<file path="src/rtl/int_alu4_pkg.sv">
package int_alu4_pkg;

  localparam int unsigned OP_BITS = 4;

  typedef enum logic [OP_BITS-1:0] {
    OP_AND = 4'b0000,
    OP_OR  = 4'b0001,
    OP_ADD = 4'b0010,
    OP_SUB = 4'b0110,
    OP_SLT = 4'b0111,
    OP_NOR = 4'b1100
  } alu_op_e;

  // True for the six codes that select a defined function.
  function automatic logic op_is_listed(input logic [OP_BITS-1:0] code);
    case (code)
      OP_AND, OP_OR, OP_ADD, OP_SUB, OP_SLT, OP_NOR: op_is_listed = 1'b1;
      default:                                       op_is_listed = 1'b0;
    endcase
  endfunction

  // The adder subtracts for SUB and SLT.
  function automatic logic op_needs_sub(input logic [OP_BITS-1:0] code);
    op_needs_sub = (code == OP_SUB) || (code == OP_SLT);
  endfunction

endpackage

</file>
<file path="src/rtl/int_alu4_bitwise.sv">
module int_alu4_bitwise #(
  parameter int unsigned WIDTH = 32
) (
  input  logic [WIDTH-1:0] lhs,
  input  logic [WIDTH-1:0] rhs,
  output logic [WIDTH-1:0] and_word,
  output logic [WIDTH-1:0] or_word,
  output logic [WIDTH-1:0] nor_word
);

  for (genvar bit_i = 0; bit_i < WIDTH; bit_i++) begin : g_bit
    logic any_set;
    assign any_set            = lhs[bit_i] | rhs[bit_i];
    assign and_word[bit_i]    = lhs[bit_i] & rhs[bit_i];
    assign or_word[bit_i]     = any_set;
    assign nor_word[bit_i]    = ~any_set;
  end

  // The NOR path is built from the OR term and must stay its complement. R6
  always_comb begin
    p_nor_complement_r6: assert ((nor_word ^ or_word) == {WIDTH{1'b1}})
      else $error("NOR word is not the complement of OR word");
  end

endmodule

</file>
<file path="src/rtl/int_alu4_arith.sv">
module int_alu4_arith #(
  parameter int unsigned WIDTH = 32
) (
  input  logic [WIDTH-1:0] lhs,
  input  logic [WIDTH-1:0] rhs,
  input  logic             do_sub,
  output logic [WIDTH-1:0] sum_word,
  output logic             signed_less
);

  localparam int unsigned MSB = WIDTH - 1;

  // One adder serves add and subtract: lhs + ~rhs + 1 when subtracting.
  function automatic logic [WIDTH-1:0] add_or_sub(
    input logic [WIDTH-1:0] x,
    input logic [WIDTH-1:0] y,
    input logic             sub
  );
    logic [WIDTH-1:0] y_eff;
    y_eff      = sub ? ~y : y;
    add_or_sub = x + y_eff + {{(WIDTH-1){1'b0}}, sub};
  endfunction

  // Signed less-than from the difference: the operand sign decides when
  // the signs differ, otherwise the sign of the difference decides.
  function automatic logic lt_from_diff(
    input logic x_sign,
    input logic y_sign,
    input logic diff_sign
  );
    lt_from_diff = (x_sign ^ y_sign) ? x_sign : diff_sign;
  endfunction

  logic sign_differs;
  logic diff_sign;

  assign sum_word     = add_or_sub(lhs, rhs, do_sub);
  assign sign_differs = lhs[MSB] ^ rhs[MSB];
  assign diff_sign    = sum_word[MSB];
  assign signed_less  = lt_from_diff(lhs[MSB], rhs[MSB], diff_sign);

  always_comb begin
    // Subtract result plus subtrahend must give back the minuend. R4
    p_sub_inverts_add_r4: assert (!do_sub || ((sum_word + rhs) == lhs))
      else $error("difference plus subtrahend does not recover minuend");
    // With mixed signs the negative operand is the smaller one. R5
    p_mixed_sign_lt_r5: assert (!(do_sub && sign_differs) || (signed_less == lhs[MSB]))
      else $error("mixed-sign comparison wrong");
  end

endmodule

</file>
<file path="src/rtl/int_alu4_zero.sv">
module int_alu4_zero #(
  parameter int unsigned WIDTH = 32,
  parameter int unsigned CHUNK = 8
) (
  input  logic [WIDTH-1:0] word,
  output logic             all_zero
);

  localparam int unsigned N_CHUNKS = (WIDTH + CHUNK - 1) / CHUNK;
  localparam int unsigned PAD_W    = N_CHUNKS * CHUNK;

  logic [PAD_W-1:0]    padded;
  logic [N_CHUNKS-1:0] chunk_busy;

  always_comb begin
    padded            = '0;
    padded[WIDTH-1:0] = word;
  end

  for (genvar c = 0; c < N_CHUNKS; c++) begin : g_chunk
    assign chunk_busy[c] = |padded[c*CHUNK +: CHUNK];
  end

  assign all_zero = ~|chunk_busy;

  // A single set bit must mark exactly one chunk busy. R8
  always_comb begin
    p_single_bit_chunk_r8: assert (($countones(word) != 1) || ($countones(chunk_busy) == 1))
      else $error("one set bit did not mark exactly one chunk");
  end

endmodule

</file>
<file path="src/rtl/int_alu4.sv">
module int_alu4
  import int_alu4_pkg::*;
#(
  parameter int unsigned WIDTH      = 32,
  parameter int unsigned ZERO_CHUNK = 8
) (
  input  logic [3:0]       op_code,
  input  logic [WIDTH-1:0] opnd_a,
  input  logic [WIDTH-1:0] opnd_b,
  output logic [WIDTH-1:0] result,
  output logic             is_zero
);

  logic [WIDTH-1:0] and_word;
  logic [WIDTH-1:0] or_word;
  logic [WIDTH-1:0] nor_word;
  logic [WIDTH-1:0] sum_word;
  logic             signed_less;
  logic             use_sub;
  logic             code_listed;

  assign use_sub     = op_needs_sub(op_code);
  assign code_listed = op_is_listed(op_code);

  int_alu4_bitwise #(.WIDTH(WIDTH)) u_bitwise (
    .lhs      (opnd_a),
    .rhs      (opnd_b),
    .and_word (and_word),
    .or_word  (or_word),
    .nor_word (nor_word)
  );

  int_alu4_arith #(.WIDTH(WIDTH)) u_arith (
    .lhs         (opnd_a),
    .rhs         (opnd_b),
    .do_sub      (use_sub),
    .sum_word    (sum_word),
    .signed_less (signed_less)
  );

  always_comb begin
    case (op_code)
      OP_AND:  result = and_word;
      OP_OR:   result = or_word;
      OP_ADD:  result = sum_word;
      OP_SUB:  result = sum_word;
      OP_SLT:  result = {{(WIDTH-1){1'b0}}, signed_less};
      OP_NOR:  result = nor_word;
      default: result = '0;
    endcase
  end

  int_alu4_zero #(.WIDTH(WIDTH), .CHUNK(ZERO_CHUNK)) u_zero (
    .word     (result),
    .all_zero (is_zero)
  );

  always_comb begin
    p_unlisted_gives_zero_r7: assert (code_listed || (result == '0 && is_zero))
      else $error("unlisted code produced a non-zero word");
    p_slt_is_boolean_r5: assert ((op_code != OP_SLT) || (result[WIDTH-1:1] == '0))
      else $error("comparison result has upper bits set");
    p_flag_tracks_word_r8: assert (is_zero == (result == '0))
      else $error("zero flag disagrees with result");
    p_equal_sub_zero_r9: assert ((op_code != OP_SUB) || (is_zero == (opnd_a == opnd_b)))
      else $error("subtract zero flag does not reflect equality");
  end

endmodule

</file>
<file path="config.mk">
export PLATFORM = sky130hd
export DESIGN_NAME = int_alu4
export DESIGN_NICKNAME = d
export VERILOG_FILES = /design/src/rtl/int_alu4_pkg.sv /design/src/rtl/int_alu4_bitwise.sv /design/src/rtl/int_alu4_arith.sv /design/src/rtl/int_alu4_zero.sv /design/src/rtl/int_alu4.sv
export SDC_FILE = /design/constraint.sdc
export NUM_CORES = 1
export LEC_CHECK = 0
export BUFFER_PORTS_ARGS = -buffer_cell sky130_fd_sc_hd__buf_4
export CAP_MARGIN = 20
export CELL_PAD_IN_SITES_DETAIL_PLACEMENT = 2
export CELL_PAD_IN_SITES_GLOBAL_PLACEMENT = 2
export CORE_MARGIN = 10
export CORE_UTILIZATION = 25
export DETAILED_ROUTE_END_ITERATION = 10
export GPL_ROUTABILITY_DRIVEN = 0
export MAX_ROUTING_LAYER = met4
export PLACE_DENSITY = 0.73
export REMOVE_ABC_BUFFERS = 1
export SLEW_MARGIN = 20
export SYNTH_ARGS = -nofsm -noshare
export SYNTH_HDL_FRONTEND = slang
export SYNTH_SLANG_ARGS = --single-unit
</file>
<file path="constraint.sdc">
create_clock -name vclk -period 6.5
set_input_delay 1.3 -clock vclk [all_inputs]
set_output_delay 1.3 -clock vclk [all_outputs]
set_load 0.03 [all_outputs]
</file>
==> reports/qor.txt <==
CP bufs+invs - 4
Die Span X - 138.5 um
# IOs - 101
DP HPWL - 14160 um
synth-to-layout area growth - 41.15%
post-route ant nets - 0
most frequent cells in the layout - buf_4 (144), nand2_1 (58), nor2_1 (51)
Mean Syn Cell Area - 6.516 um2
die area - 0.01919 mm2
cts hold-fix bufs - 0
Crit path max-delay family - compound AO/OA/AOI/OAI gates
Slew headroom - 51.15%
most common cell after layout, fill and taps aside - buf_4
register area share after synthesis - 0%
startpoint types - primary input
1st-iter DRT viols - 186
Critical Path RT - 5.20 ns
Tmin final - 6.400 ns
final worst-path cycle share - 98.46%
Initial Util - 25.40%
Layout clock buffers - 0
worst vdd ir - 0.00003275 V
wire per inst - 20.44 um
worst hold slack - 3.125 ns
Non-Filler Instances - 839
RSZ-0062 raised after global routing - yes
die height - 138.5 um
routed vias/inst - 5.588
GRT Resource Usage Total - 16.79%
CP Max Fanout - 8
final core occ - 35.85%
number of max-cap violations - 0
# setup viols final - 0
aggregate global routing overflow - 0
row count - 43
placed insts - 830
register area - 0 um2
Seq cells - 0
diode count - 0
crit path DAT - 5.10 ns
Syn. warnings - 0
min-delay worst type - in -> out
Leakage Power - 2.164 nW
DRT Wirelength - 17150 um
worst-path cell chain - buf_6 > nand3b_1 > buf_6 > buf_12 > xnor2_2 > ha_1 > a21o_1 > a31o_1 > a31oi_4 > a31oi_4 > a211o_4 > a221o_1 > mux2i_1 > o2111ai_2 > or4bb_1 > nor3_2 > buf_4
drt drc - 0
max-slew violations - 0
max frequency - 0.1563 GHz
Crit path largest cell delay - 0.51 ns
synthesized area - 0.003512 mm2
DRT Pass-1 Iters - 4
core box area - 0.01383 mm2
critical path class - in -> out
post-synthesis cell type count - 63
status - finished clean
nets@finish - 766
IO Port Bufs - 101
Fin. Hold Viols - 0
Worst Setup Slack, final - 0.1003 ns
vias in the first global route - 5260
largest net degree at the start of global routing - 24
Syn Inst Count - 539
power density over cell area - 116.7 mW/mm2
FILL cells - 1618
Worst-Margin Slew - 0.7320 ns
first-pass GRT wire length - 27500 um
share of cells above drive strength 1 - 29.14%
CP max-delay cell - or4bb_1
initial antenna violation count - 0
dpl ws - -0.2636 ns
Worst setup EP type - output port
Vias - 4688
cells by family after synthesis:
| group | after synthesis | share of synthesized area [%] |
|---|---|---|
| and+or+nand+nor | 206 | 29.03 |
| AOI/OAI and AO/OA | 195 | 38.30 |
| buffers and inverters | 47 | 5.486 |
| xor gates and xnor gates | 45 | 11.22 |
| adders and majority gates | 41 | 14.54 |
| muxes | 5 | 1.425 |
metrics by stage:
stage / TNS [ns] / power, mW / instance area, um2
floorplan: -2.602 / 0.3227 / 3379
global placement: 0 / 0.5186 / 4683
detailed placement: -0.2636 / 0.5391 / 4683
CTS: 0 / 0.5433 / 4690
global route: -0.05331 / 0.6317 / 4957
finish: 0 / 0.5783 / 4957
repair_timing:
action,4_1_cts,5_1_grt
gates cloned,0,1
buffers inserted,0,8
pin swaps,0,25
endpoints found under the hold margin,0,0
gates resized for setup,2,44
setup endpoints to repair,1,1
power by group:
group          internal, mW  switching (mW)  leakage [nW]  total [mW]
clock                     0               0             0           0
sequential                0               0             0           0
combinational         0.244           0.335          2.16       0.578
total                 0.244           0.335          2.16       0.578
final timing paths:
kind / slack [ns] / endpoint / start / cells past startpoint
max: 0.10 / is_zero / op_code[3] / 17
min: 3.12 / result[19] / opnd_a[19] / 5
synth_stat cells, drive strengths merged, types with 3 or more instances:
cell type / count / area [um2]
o21bai: 3 / 22.52
ha: 36 / 450.4
nand4b: 3 / 26.28
nor2: 54 / 202.7
a21boi: 3 / 22.52
o31ai: 4 / 30.03
nand3b: 5 / 37.54
inv: 16 / 60.06
and2: 4 / 25.02
mux2i: 5 / 50.05
xor2: 5 / 43.79
a211oi: 3 / 22.52
a221oi: 3 / 26.28
and4: 3 / 27.53
nor4: 7 / 43.79
o211ai: 6 / 45.04
a41oi: 3 / 26.28
a21oi: 34 / 173.9
o32ai: 3 / 26.28
nor3b: 3 / 22.52
maj3: 4 / 40.04
nand3: 15 / 75.07
a221o: 3 / 30.03
a31oi: 12 / 120.1
nand2b: 3 / 18.77
a22o: 3 / 26.28
a211o: 5 / 45.04
o21a: 9 / 67.56
o21ai: 50 / 250.2
and3: 6 / 37.54
xnor2: 40 / 350.3
or3: 6 / 42.54
nand4: 15 / 93.84
buf: 6 / 38.78
a21o: 13 / 97.59
clkbuf: 25 / 93.84
a22oi: 21 / 157.7
nor2b: 4 / 25.02
nand2: 58 / 217.7
nor3: 16 / 85.08
layout make-up:
class              instances  area (um2)  area share (%)
multi-input cells        492        3486           70.32
well taps                180       225.2           4.543
inverters                 16       60.06           1.212
repair buffers           151        1186           23.93
routing by layer:
metal	part of all wire [%]	global-route usage [%]	vias up	wire length, um
met4	1.1	1.221	0	190
met5	0	-	-	0
met3	1.9	0.7534	17	331
met1	46	20.74	2306	7951
met2	51	30.57	83	8672
li1	-	-	2282	-
Power figures use the tool's default switching activity.
